[config.mk]
export PLATFORM = sky130hd
export DESIGN_NAME = xbus_wait_ctrl
export DESIGN_NICKNAME = d
export VERILOG_FILES = /design/src/rtl/xbw_pkg.sv /design/src/rtl/xbw_sync.sv /design/src/rtl/xbw_region.sv /design/src/rtl/xbw_seq.sv /design/src/rtl/xbus_wait_ctrl.sv
export SDC_FILE = /design/constraint.sdc
export NUM_CORES = 1
export LEC_CHECK = 0
export CAP_MARGIN = 20
export CELL_PAD_IN_SITES_DETAIL_PLACEMENT = 0
export CELL_PAD_IN_SITES_GLOBAL_PLACEMENT = 1
export CORE_MARGIN = 2
export CORE_UTILIZATION = 27
export DETAILED_ROUTE_END_ITERATION = 12
export PLACE_DENSITY_LB_ADDON = 0.05
export SYNTH_ARGS = -nofsm -noshare
export SYNTH_HDL_FRONTEND = slang
export SYNTH_SLANG_ARGS = --single-unit
[constraint.sdc]
create_clock -name clk -period 1.8 [get_ports clk]
set_input_delay 0.45 -clock clk [delete_from_list [all_inputs] [get_ports clk]]
set_output_delay 0.45 -clock clk [all_outputs]
set_load 0.005 [all_outputs]
[src/rtl/xbw_pkg.sv]
package xbw_pkg;

    parameter int XBW_AW = 16;
    parameter int XBW_DW = 8;
    localparam int XBW_CNT_W = 2;

    typedef enum logic [1:0] {
        ST_IDLE = 2'd0,
        ST_ADDR = 2'd1,
        ST_WAIT = 2'd2,
        ST_DATA = 2'd3
    } xbw_phase_e;

    typedef struct packed {
        logic skip_auto;
        logic pf_stretch;
    } xbw_cfg_t;

    typedef struct packed {
        logic [XBW_AW-1:0] addr;
        logic              wr;
        logic [XBW_DW-1:0] wdata;
    } xbw_cmd_t;

    // Number of programmed wait clocks between the address and data phases.
    function automatic logic [XBW_CNT_W-1:0] xbw_waits(xbw_cfg_t c, logic hit);
        if (c.pf_stretch && hit) return XBW_CNT_W'(2);
        else if (c.skip_auto)    return XBW_CNT_W'(0);
        else                     return XBW_CNT_W'(1);
    endfunction

endpackage

[src/rtl/xbw_sync.sv]
module xbw_sync #(
    parameter int STAGES = 2
) (
    input  logic clk,
    input  logic rst,
    input  logic d,
    output logic q
);
    logic [STAGES-1:0] chain;

    always_ff @(posedge clk) begin
        if (rst) chain <= '1;
        else     chain <= {chain[STAGES-2:0], d};
    end

    assign q = chain[STAGES-1];
endmodule

[src/rtl/xbw_region.sv]
module xbw_region #(
    parameter int              AW         = 16,
    parameter logic [AW-1:0]   BASE       = 16'h1000,
    parameter int              WIN_BITS   = 8,
    parameter int              FRAME_BITS = 4,
    parameter int              EXT_FRAMES = 4
) (
    input  logic [AW-1:0] addr,
    output logic          hit
);
    localparam int EXT_LO_I = (1 << WIN_BITS) - EXT_FRAMES * (1 << FRAME_BITS);
    localparam logic [WIN_BITS-1:0] EXT_LO = EXT_LO_I[WIN_BITS-1:0];
    localparam logic [AW-WIN_BITS-1:0] BASE_HI = BASE[AW-1:WIN_BITS];

    logic in_window;
    assign in_window = (addr[AW-1:WIN_BITS] == BASE_HI);
    assign hit       = in_window && (addr[WIN_BITS-1:0] >= EXT_LO);
endmodule

[src/rtl/xbw_seq.sv]
module xbw_seq
    import xbw_pkg::*;
(
    input  logic                 clk,
    input  logic                 rst,
    input  logic                 req,
    input  xbw_cmd_t             cmd,
    input  xbw_cfg_t             cfg,
    input  logic                 hit,
    input  logic                 wait_ok,
    input  logic [XBW_DW-1:0]    bus_din,
    output logic [XBW_AW-1:0]    bus_addr,
    output logic [XBW_DW-1:0]    bus_dout,
    output logic                 bus_doe,
    output logic                 bus_rd,
    output logic                 bus_wr,
    output logic                 done,
    output logic [XBW_DW-1:0]    rdata
);
    xbw_phase_e           phase;
    xbw_cmd_t             cmd_q;
    xbw_cfg_t             cfg_q;
    logic [XBW_CNT_W-1:0] cnt;
    logic [XBW_CNT_W-1:0] n_waits;
    logic                 done_q;
    logic [XBW_DW-1:0]    rdata_q;
    logic                 active;

    assign n_waits = xbw_waits(cfg_q, hit);

    always_ff @(posedge clk) begin
        if (rst) begin
            phase   <= ST_IDLE;
            cmd_q   <= '0;
            cfg_q   <= '0;
            cnt     <= '0;
            done_q  <= 1'b0;
            rdata_q <= '0;
        end else begin
            done_q <= 1'b0;
            case (phase)
                ST_IDLE: begin
                    if (req) begin
                        cmd_q <= cmd;
                        cfg_q <= cfg;
                        phase <= ST_ADDR;
                    end
                end
                ST_ADDR: begin
                    if (n_waits == '0) begin
                        phase <= ST_DATA;
                    end else begin
                        cnt   <= n_waits;
                        phase <= ST_WAIT;
                    end
                end
                ST_WAIT: begin
                    if (cnt == XBW_CNT_W'(1)) phase <= ST_DATA;
                    else                      cnt   <= cnt - XBW_CNT_W'(1);
                end
                ST_DATA: begin
                    if (wait_ok) begin
                        phase  <= ST_IDLE;
                        done_q <= 1'b1;
                        if (!cmd_q.wr) rdata_q <= bus_din;
                    end
                end
                default: phase <= ST_IDLE;
            endcase
        end
    end

    assign active   = (phase != ST_IDLE);
    assign bus_addr = cmd_q.addr;
    assign bus_dout = cmd_q.wdata;
    assign bus_rd   = active && !cmd_q.wr;
    assign bus_wr   = active &&  cmd_q.wr;
    assign bus_doe  = active &&  cmd_q.wr;
    assign done     = done_q;
    assign rdata    = rdata_q;


    done_pulse_chk: assert property (@(posedge clk) disable iff (rst)
        done_q |=> !done_q);


    done_src_chk: assert property (@(posedge clk) disable iff (rst)
        done_q |-> $past(phase == ST_DATA));


    wait_hold_chk: assert property (@(posedge clk) disable iff (rst)
        (phase == ST_DATA && !wait_ok) |=> (phase == ST_DATA && !done_q));


    cfg_hold_chk: assert property (@(posedge clk) disable iff (rst)
        (active && $past(active)) |-> $stable(cfg_q));


    cmd_hold_chk: assert property (@(posedge clk) disable iff (rst)
        (active && $past(active)) |-> $stable(cmd_q));


    stretch_len_chk: assert property (@(posedge clk) disable iff (rst)
        (phase == ST_ADDR && hit && cfg_q.pf_stretch)
            |=> (phase == ST_WAIT) ##1 (phase == ST_WAIT) ##1 (phase == ST_DATA));
endmodule

[src/rtl/xbus_wait_ctrl.sv]
module xbus_wait_ctrl
    import xbw_pkg::*;
#(
    parameter logic [XBW_AW-1:0] PERIPH_BASE = 16'h1000,
    parameter int                WIN_BITS    = 8,
    parameter int                FRAME_BITS  = 4,
    parameter int                EXT_FRAMES  = 4,
    parameter int                SYNC_STAGES = 2
) (
    input  logic              clk,
    input  logic              rst,
    input  logic              cpu_req,
    input  logic [XBW_AW-1:0] cpu_addr,
    input  logic              cpu_wr,
    input  logic [XBW_DW-1:0] cpu_wdata,
    input  logic              cfg_skip_auto,
    input  logic              cfg_pf_stretch,
    output logic [XBW_DW-1:0] cpu_rdata,
    output logic              cpu_done,
    output logic [XBW_AW-1:0] bus_addr,
    input  logic [XBW_DW-1:0] bus_din,
    output logic [XBW_DW-1:0] bus_dout,
    output logic              bus_doe,
    output logic              bus_rd,
    output logic              bus_wr,
    input  logic              bus_wait_n
);
    xbw_cmd_t cmd_in;
    xbw_cfg_t cfg_in;
    logic     hit;
    logic     wait_ok;

    assign cmd_in = '{addr: cpu_addr, wr: cpu_wr, wdata: cpu_wdata};
    assign cfg_in = '{skip_auto: cfg_skip_auto, pf_stretch: cfg_pf_stretch};

    xbw_sync #(.STAGES(SYNC_STAGES)) u_sync (
        .clk (clk),
        .rst (rst),
        .d   (bus_wait_n),
        .q   (wait_ok)
    );

    xbw_region #(
        .AW         (XBW_AW),
        .BASE       (PERIPH_BASE),
        .WIN_BITS   (WIN_BITS),
        .FRAME_BITS (FRAME_BITS),
        .EXT_FRAMES (EXT_FRAMES)
    ) u_region (
        .addr (bus_addr),
        .hit  (hit)
    );

    xbw_seq u_seq (
        .clk      (clk),
        .rst      (rst),
        .req      (cpu_req),
        .cmd      (cmd_in),
        .cfg      (cfg_in),
        .hit      (hit),
        .wait_ok  (wait_ok),
        .bus_din  (bus_din),
        .bus_addr (bus_addr),
        .bus_dout (bus_dout),
        .bus_doe  (bus_doe),
        .bus_rd   (bus_rd),
        .bus_wr   (bus_wr),
        .done     (cpu_done),
        .rdata    (cpu_rdata)
    );
endmodule

# Yosys cells after proc, flatten, opt, wreduce, memory -nomap -nowiden

Cells that the tools add are included.

Memory bits (writable): 0
Register bits after elaboration: 42
ROM bits: 0
Word-level logic and storage cells: 49
Output and inout port bits: 36
Memories: 0
Bits of input ports: 39
Latch bits: 0

Magnitude comparators: 1
Equality and inequality tests: 10
Reductions and logical operators: 14
Shift operators: 0
Multiply operators: 0
Multiplexer cells: 11
Bitwise logic cells: 2
$add $sub $neg: 1
Div/mod/pow operators: 0

Operators with widths:

| cell                                                   | count |
|---|---|
| 2-to-1 mux 2 bit                                       | 6 |
| AND reduction 3 bit                                    | 3 |
| == test 8 x 5 -> 1 bit (second input constant)         | 1 |
| >= comparator 8 bit (second input constant)            | 1 |
| inequality test 2 bit (second input constant)          | 4 |
| one-hot mux 2 bit (4 select lines)                     | 1 |
| == test 2 x 1 -> 1 bit (second input constant)         | 2 |
| == test 2 bit (second input constant)                  | 2 |
| logical AND 1 bit                                      | 4 |
| logical NOT 2 bit                                      | 2 |
| one-hot mux 2 bit (2 select lines)                     | 1 |
| nonzero test 2 bit                                     | 2 |
| 2-to-1 mux 1 bit                                       | 3 |
| inequality test 2 x 1 -> 1 bit (second input constant) | 1 |
| inverter 1 bit                                         | 2 |
| AND reduction 2 bit                                    | 1 |
| OR reduction 2 bit                                     | 1 |
| subtractor 2 x 1 -> 2 bit (second input constant)      | 1 |
| logical NOT 1 bit                                      | 1 |

# Depth between registers and ports, before layout

Gate-level depths: netlist of run 1.

Depth after elaboration: 7
Mapped depth: 7
Depth with buffers taken out: 6

# By module

From an unflattened synthesis of run 1, not the netlist that was laid out.

Cell total of the unflattened synthesis: 215
Area total of the unflattened synthesis: 1798.0 um^2

By module, submodules not included:

| module     | sequential area each (um^2) | cells an instance | times used | area each (um^2) |
|---|---|---|---|---|
| xbw_seq    | 800.8                       | 208               | 1          | 1711.6 |
| xbw_sync   | 40.0                        | 4                 | 1          | 52.6 |
| xbw_region | 0.0                         | 3                 | 1          | 33.8 |

# Worst setup path before layout of run 1

No wires, ideal clock.

Path kind: register -> register
Start: register u_seq.cmd_q (netlist bit u_seq.bus_addr[13])
End: register u_seq.cnt[1]
Clock period less this slack: 1753 ps
Slack: 47 ps
Required time: 1705 ps
Library setup time: 95 ps
Stages on the path, launching flop included: 5
Buffers on the path: 0
Arrival time: 1658 ps
Cell sequence: dfxtp_1 or4b_4 or3_4 a31o_1 a221oi_1

Word-level cells in the longest chain between the ends: 7
Elaborated cells between the ends (all ways): 9
Classes of those cells: eq/ne (2); mux (3); reduce/logical (4)

RTL lines:

| what                                   | RTL line         | source |
|---|---|---|
| start: declaration                     | xbw_seq.sv:21    | `xbw_cmd_t cmd_q;` |
| start signal: assignment               | xbw_seq.sv:44    | `cmd_q <= cmd;` |
| == test 8 x 5 -> 1 bit *               | xbw_region.sv:16 | `assign in_window = (addr[AW-1:WIN_BITS] == BASE_HI);` |
| logical AND 1 bit *                    | xbw_region.sv:17 | `assign hit = in_window && (addr[WIN_BITS-1:0] >= EXT_LO);` |
| logical AND 1 bit *                    | xbw_pkg.sv:27    | `if (c.pf_stretch && hit) return XBW_CNT_W'(2);` |
| 2-to-1 mux 2 bit *                     | xbw_pkg.sv:27    |  |
| logical NOT 2 bit                      | xbw_seq.sv:50    | `if (n_waits == '0) begin` |
| inequality test 2 bit (no source line) | --               |  |
| AND reduction 3 bit (no source line)   | --               |  |
| end signal: assignment                 | xbw_seq.sv:53    | `cnt <= n_waits;` |
| end signal: assignment                 | xbw_seq.sv:59    | `else cnt <= cnt - XBW_CNT_W'(1);` |
| end: declaration                       | xbw_seq.sv:23    | `logic [XBW_CNT_W-1:0] cnt;` |

Mark *: on every way between the ends. The rest lies on a longest branch, timed or not. The select of a mux whose other input is x is not followed.
A chain may end at the register's enable or synchronous reset.

# Worst setup path in the final report of run 1

Ends and elaborated chain as after synthesis.

==> impl_metrics.json, run 1 <==
{
  "io_buffer_count": 74,
  "drive_above_1_share": 0.1326,
  "synth.cell_area_mm2": 0.001833,
  "ys_warn_count": 0,
  "place_ws_ps": -143.8,
  "syn-num-nets": 265,
  "cp_data_arrival_time_ps": 1990,
  "timing.rr.start": "u_seq.bus_addr[13]",
  "die_width_um": 86.40,
  "finalSetupViolCount": 0,
  "io_pins": 75,
  "grt_pass1_wl_um": 7383,
  "cts_tree": "yes",
  "crit_path_start_kind": "flop",
  "first_global_vias": 1554,
  "drc_errors": 0,
  "die-area_mm2": 0.007464,
  "period_share": 0.9928,
  "layout_commonest_cell": "clkdlybuf4s50_1",
  "track_usage": 0.1247,
  "utilization": 0.4039,
  "setup_ws_ps": 12.95,
  "crit_path_max_fanout": 3,
  "drt-total-wl_um": 4347,
  "setup.worst_path.class": "flop to flop",
  "clk_latency_ps": 290,
  "clock_tree.root_cell": "clkbuf_8",
  "slew_violations": 0,
  "final_cell_mix": "70 x clkdlybuf4s50_1, 60 x nand2_1, 39 x dfxtp_1",
  "std_cell_rows": 30,
  "dieHeight_um": 86.40,
  "cp-startpoint": "u_seq.bus_addr[13]",
  "fin_worst_skew_ps": 7.210,
  "hpwl_um": 3070,
  "cts_hold_buf": 0,
  "wl_per_cell_um": 12.11,
  "routabilityCongestion": 0.7667,
  "placed_area_mm2": 0.002562,
  "synth-seq-area-share": 0.4587,
  "n_antenna_cell": 0,
  "leakagePower_nw": 1.070,
  "slew_headroom": 0.7448,
  "finalSetupTns_ps": 0,
  "min_period_ps": 1787,
  "finalHoldViolations": 0,
  "syn2layout_area_growth_pct": 47.24,
  "required_ps": 2000,
  "clk_pin_slew_worst_paths_ps": 80,
  "initialDrtViolationCount": 61,
  "viasPerCell": 4.357,
  "hold_start": "u_sync.chain[0]",
  "synth_seq_cells": 42,
  "status": "completed",
  "firstDrtPassIters": 4,
  "start_util": 0.2743,
  "synth_cell_types": 28,
  "final_cell_area_mm2": 0.002699,
  "worstHoldPathType": "flop to flop",
  "synth-async-reset-ratio": 0,
  "avgSynthCellArea_um2": 8.294,
  "powerDensity_mw_per_mm2": 1174,
  "grt_remaining_overflow": 0,
  "antenna_found_initial": 0,
  "synth_cells": 221,
  "timing.fmax_mhz": 559.6,
  "cts-buffers-inserted": 5,
  "via_count": 1564,
  "vdd.ir_drop.worst_mv": 0.3678,
  "grt_max_degree": 28,
  "htreeDepth": 2,
  "drv_cap": 0,
  "cp-end-kind": "flop",
  "ant_nets": 0,
  "ys_dominant_reg_cell": "dfxtp_1",
  "final_nets": 323,
  "clockBufferDepth": 2,
  "rsz0062_at_grt": "yes",
  "core-area_mm2": 0.006681,
  "synth_edf_count": 0,
  "clock_sink_count": 42,
  "worst_pin_slew_ps": 382.7
}
[worst max-delay path, cell delays in order (launching register included)]
cell	delay [ps]
dfxtp_2	330
or4b_4	530
or3_4	360
a31o_4	250
a221oi_2	240
[flip-flops by register name, summed over array words and instances (netlist names)]
signal and flops:
u_seq.bus_addr 16, u_seq.bus_dout 8, u_seq.cfg_q 2, u_seq.cmd_q 1, u_seq.cnt 2, u_seq.done 1, u_seq.phase 2, u_seq.rdata 8
u_sync.chain 2
[layout make-up]
class                           instances  area (um2)
Timing Repair Buffer                   87       854.6
Multi-Input combinational cell        136       797.0
Tap cell                               80       100.1
Clock buffer                            7       76.32
Inverter                                7       26.28
Fill cell                             716        3983
Sequential cell                        42       844.6
[stage by stage]
step / total power (W) / hold slack [ps] / instances
after floorplan: 0.001955 / 389.5 / 221
after global placement: 0.002519 / 397.9 / 352
after detailed placement: 0.002515 / 400.0 / 352
after CTS: 0.003130 / 418.8 / 359
after global routing: 0.003434 / 434.1 / 359
final: 0.003168 / 413.3 / 359
[Yosys cell counts, types with 2 or more instances]
cell	count	area, um2
nand2_1	60	225.2
dfxtp_1	42	840.8
a21oi_1	31	155.2
buf_4	25	187.7
nor2_1	11	41.29
clkbuf_1	9	33.78
mux2i_1	9	90.09
inv_1	7	26.28
ha_1	5	62.56
buf_1	2	7.510
or2_1	2	12.51
or2_2	2	12.51
[routing by layer]
metal,vias up,wire [um],part of all wire,global-route usage
met1,715,1960,0.45,0.1522
met4,0,42,0.0097,0.04261
met2,38,2131,0.49,0.2105
li1,807,-,-,-
met5,-,0,0,0
met3,4,212,0.049,0.03524
[power by group]
part,internal (W),switching (W),leakage [nW],total (W)
Clock,0.000267,0.000299,0.0383,0.000566
Sequential,0.00110,0.0000984,0.345,0.00120
Combinational,0.000776,0.000627,0.687,0.00140
[final timing paths]
path	end	slack [ps]	depth (start not counted)
setup / recovery	u_seq.cnt[1]	10	4
hold / removal	u_sync.chain[1]	410	1
setup reg to reg	u_seq.cnt[1]	10	4
hold reg to reg	u_sync.chain[1]	410	1
[what timing repair did]
item / CTS / global route
cloned: 0 / 0
pin swaps: 1 / 2
hold endpoints to repair: 0 / 0
resized for setup: 7 / 11
setup buffers: 0 / 0
setup endpoints to repair: 4 / 4
[kinds of logic after synthesis]
logic type                 after synthesis  share of synthesized area
and+or+nand+nor                         84                     0.2007
buffers and inverters                   43                     0.1393
DFF                                     42                     0.4587
AOI/OAI and AO/OA                       37                     0.1119
muxes                                   10                    0.05529
adders and majority gates                5                    0.03413
(Power assumes the default switching activity.)
==> run 2, diff against run 1 <==
MAX_ROUTING_LAYER = met4   (was not set)
==> impl_metrics.json, run 2 (synthesized netlist as in run 1, its figures left out) <==
{
  "via_count": 1561,
  "std_cell_rows": 30,
  "period_share": 0.9928,
  "largest_reg_flops": 16,
  "finalHoldViolations": 0,
  "slowest_stage": "or4b_4",
  "io_buffer_count": 74,
  "setup.worst_path.class": "flop to flop",
  "clockBufferDepth": 2,
  "slew_violations": 0,
  "ant_nets": 0,
  "worstHoldPathType": "flop to flop",
  "cts_hold_buf": 0,
  "first_global_vias": 1554,
  "cts-buffers-inserted": 5,
  "cts_tree": "yes",
  "clk_pin_slew_worst_paths_ps": 80,
  "status": "completed",
  "utilization": 0.4041,
  "final_cell_mix": "70 x clkdlybuf4s50_1, 60 x nand2_1, 38 x dfxtp_1",
  "die_width_um": 86.40,
  "vdd.ir_drop.worst_mv": 0.3682,
  "crit_path_start_kind": "flop",
  "fin_worst_skew_ps": 7.264,
  "clock_tree.root_cell": "clkbuf_8",
  "layout_commonest_cell": "clkdlybuf4s50_1",
  "wl_per_cell_um": 12.11,
  "htreeDepth": 2,
  "cp-end-kind": "flop",
  "dieHeight_um": 86.40,
  "clk_latency_ps": 290,
  "drive_above_1_share": 0.1362,
  "leakagePower_nw": 1.070,
  "clock_sink_count": 42,
  "syn2layout_area_growth_pct": 47.30,
  "cp_data_arrival_time_ps": 1990,
  "final_nets": 323,
  "worst_pin_slew_ps": 382.7,
  "crit_path_max_fanout": 3,
  "min_period_ps": 1787,
  "grt_max_degree": 28,
  "io_pins": 75,
  "required_ps": 2000,
  "cpPeakStageDelay_ps": 530,
  "grt_pass1_wl_um": 7389,
  "drt-total-wl_um": 4347,
  "drv_cap": 0,
  "slew_headroom": 0.7448,
  "hpwl_um": 3070,
  "antenna_found_initial": 0,
  "initialDrtViolationCount": 67,
  "drc_errors": 0,
  "die-area_mm2": 0.007464,
  "routabilityCongestion": 0.7770,
  "rsz0062_at_grt": "yes",
  "track_usage": 0.1285,
  "grt_remaining_overflow": 0,
  "viasPerCell": 4.348,
  "start_util": 0.2743,
  "powerDensity_mw_per_mm2": 1174,
  "n_antenna_cell": 0,
  "timing.fmax_mhz": 559.6,
  "cp_cell_sequence": "or4b_4 > or3_4 > a31o_4 > a221oi_2",
  "core-area_mm2": 0.006681,
  "finalSetupTns_ps": 0,
  "finalSetupViolCount": 0,
  "firstDrtPassIters": 4
}
## run 2: cell count changes in the layout (fill, tap and decap cells not counted)
cell / change
dfxtp_2: +1
dfxtp_1: -1
## run 2: critical path, delay by kind of cell (launching register included)
| family | cells | cell delay (ps) |
|---|---|---|
| DFF | 1 | 330 |
| and+or+nand+nor | 2 | 890 |
| AOI/OAI and AO/OA | 2 | 490 |
## run 2: layer usage
| layer | GRT usage | vias to the layer above | routed length (um) |
|---|---|---|---|
| li1 | - | 806 | - |
| met1 | 0.1528 | 713 | 1978 |
| met2 | 0.2119 | 38 | 2128 |
| met3 | 0.03333 | 4 | 197 |
| met4 | 0.04261 | 0 | 42 |
| met5 | - | - | 0 |
## run 2: path summary, 6_finish.rpt
kind | from | to | slack (ps) | cells after the start
setup / recovery | u_seq.bus_addr[13] | u_seq.cnt[1] | 10 | 4
hold / removal | u_sync.chain[0] | u_sync.chain[1] | 410 | 1
setup reg to reg | u_seq.bus_addr[13] | u_seq.cnt[1] | 10 | 4
hold reg to reg | u_sync.chain[0] | u_sync.chain[1] | 410 | 1
## run 2: power by group
part	switching (W)	internal (W)	leakage, nW
clock network	0.000299	0.000267	0.0383
logic	0.000627	0.000776	0.687
registers	0.0000986	0.00110	0.345
total	0.00102	0.00214	1.07
## run 2: layout make-up
| class | instances | area [um2] |
|---|---|---|
| sequential | 42 | 845.8 |
| fill | 715 | 3981 |
| inverter | 7 | 26.28 |
| multi-input combinational | 136 | 797.0 |
| tap | 80 | 100.1 |
| timing repair buffer | 87 | 854.6 |
| clock buffer | 7 | 76.32 |
## run 2: metrics by stage
step	power (W)	hold WS (ps)	cells	worst slack (ps)	cell area, um2
after floorplan	0.001955	389.5	221	47.10	1833
after global placement	0.002519	397.9	352	-130.8	2562
after detailed placement	0.002515	400.0	352	-143.8	2562
after CTS	0.003130	418.8	359	-1.240	2654
after global routing	0.003436	434.1	359	-25.19	2700
final	0.003170	413.3	359	12.88	2700
## run 2: what timing repair did
item,in CTS,in global routing
endpoints found under the setup margin,4,4
setup buffers,0,0
pin swaps,1,2
gates resized for setup,7,12
==> run 3, diff against run 2 <==
CTS_CLUSTER_SIZE = 28   (was not set)
SETUP_SLACK_MARGIN = 0.02   (was not set)
==> impl_metrics.json, run 3 (synthesized netlist as in run 1, its figures left out) <==
{
  "r2r_slack_ps": 30,
  "drt-met1-wl_um": 1998,
  "via_count": 1558,
  "r2r_end": "u_seq.cnt[0]",
  "track_usage": 0.1285,
  "timing.rr.start": "u_seq.bus_addr[13]",
  "leakagePower_nw": 1.072,
  "powerDensity_mw_per_mm2": 1177,
  "dieHeight_um": 86.40,
  "routabilityCongestion": 0.7770,
  "rsz0062_at_grt": "yes",
  "wl_met3_um": 197,
  "start_util": 0.2743,
  "fillCellCount": 713,
  "finalSetupTns_ps": 0,
  "io_pins": 75,
  "reg2reg_depth": 4,
  "crit_cells": 4,
  "timing.fmax_mhz": 563.5,
  "slowest_stage": "or4b_4",
  "finalHoldViolations": 0,
  "ant_nets": 0,
  "cpPeakStageDelay_ps": 530,
  "worst_pin_slew_ps": 381.7,
  "period_share": 0.9859,
  "whs_ps": 413.3,
  "final_cell_mix": "70 x clkdlybuf4s50_1, 60 x nand2_1, 38 x dfxtp_1",
  "hpwl_um": 3070,
  "grt_remaining_overflow": 0,
  "utilization": 0.4052,
  "clk_pin_slew_worst_paths_ps": 80,
  "vdd.ir_drop.worst_mv": 0.3679,
  "slew_violations": 0,
  "cp-startpoint": "u_seq.bus_addr[13]",
  "initialDrtViolationCount": 75,
  "cts_tree": "yes",
  "slew_headroom": 0.7456,
  "drv_cap": 0,
  "required_ps": 2000,
  "cp_data_arrival_time_ps": 1980,
  "setup.worst_path.end": "u_seq.cnt[0]",
  "critical_path.top_delay_family": "simple AND/OR/NAND/NOR gates",
  "core-area_mm2": 0.006681,
  "highest_layer": "met4",
  "dp.cells": 352,
  "finalSetupViolCount": 0,
  "final_nets": 323,
  "wl_per_cell_um": 12.19,
  "clk_latency_ps": 290,
  "antenna_found_initial": 0,
  "cp-end-kind": "flop",
  "die_width_um": 86.40,
  "worstHoldPathType": "flop to flop",
  "viasPerCell": 4.340,
  "clock_tree.root_cell": "clkbuf_8",
  "setup_ws_ps": 25.29,
  "cp_cell_sequence": "or4b_4 > or3_4 > a31o_4 > o32ai_2",
  "io_buffer_count": 74,
  "drive_above_1_share": 0.1398,
  "grt_max_degree": 28,
  "drt-total-wl_um": 4375,
  "grt_pass1_wl_um": 7389,
  "setup.worst_path.class": "flop to flop",
  "drc_errors": 0,
  "clockBufferDepth": 2,
  "status": "completed",
  "crit_path_start_kind": "flop",
  "largest_reg_flops": 16,
  "n_antenna_cell": 0,
  "layout_commonest_cell": "clkdlybuf4s50_1",
  "cts-buffers-inserted": 5,
  "htreeDepth": 2,
  "std_cell_rows": 30,
  "die-area_mm2": 0.007464,
  "clock_sink_count": 42,
  "first_global_vias": 1554,
  "final_cells": 359,
  "place_ws_ps": -143.8,
  "fin_worst_skew_ps": 7.193,
  "syn2layout_area_growth_pct": 47.71,
  "cts_hold_buf": 0,
  "firstDrtPassIters": 4,
  "met2WireLength_um": 2136,
  "crit_path_max_fanout": 3,
  "critPathBufInv": 0,
  "min_period_ps": 1775
}
run 3: layout make-up:
type | instances | area, um2 | share of cell area
repair buffers | 87 | 858.3 | 0.3170
flip-flops and latches | 42 | 845.8 | 0.3124
multi-input cells | 136 | 800.8 | 0.2957
well taps | 80 | 100.1 | 0.03697
clock buffers | 7 | 76.32 | 0.02819
inverters | 7 | 26.28 | 0.009704
run 3: power breakdown:
part	leakage (nW)	total, W	internal, W	switching (W)
Combinational	0.688	0.00142	0.000785	0.000635
Sequential	0.345	0.00120	0.00110	0.0000989
Clock	0.0383	0.000566	0.000267	0.000299
Total	1.07	0.00319	0.00215	0.00103
run 3: repair_timing:
item	4_1_cts	5_1_grt
resized for setup	8	13
buffers inserted	0	0
pin swaps	2	2
cloned	0	0
setup endpoints to repair	5	6
run 3: through the flow:
stage	power [W]	area [um2]
finish	0.003186	2708
global route	0.003451	2708
CTS	0.003130	2655
detailed placement	0.002515	2562
global placement	0.002519	2562
floorplan	0.001955	1833
run 3: per-layer routing:
layer | up-vias | track usage
li1 | 807 | -
met1 | 709 | 0.1528
met2 | 38 | 0.2119
met3 | 4 | 0.03333
met4 | 0 | 0.04261
met5 | - | -
run 3: worst min path at each step:
stage	startpoint	endpoint	slack, ps	cells past startpoint
2_1_floorplan	u_sync.chain[0]	u_sync.chain[1]	390	1
3_3_place_gp	u_sync.chain[0]	u_sync.chain[1]	400	1
3_5_place_dp	u_sync.chain[0]	u_sync.chain[1]	400	1
4_1_cts	u_sync.chain[0]	u_sync.chain[1]	420	1
5_1_grt	u_sync.chain[0]	u_sync.chain[1]	430	1
6_report	u_sync.chain[0]	u_sync.chain[1]	410	1
run 3: worst register-to-register path, cell delays in order, from the launching register on:
cell and delay (ps):
dfxtp_2 330, or4b_4 530, or3_4 360, a31o_4 250, o32ai_2 230
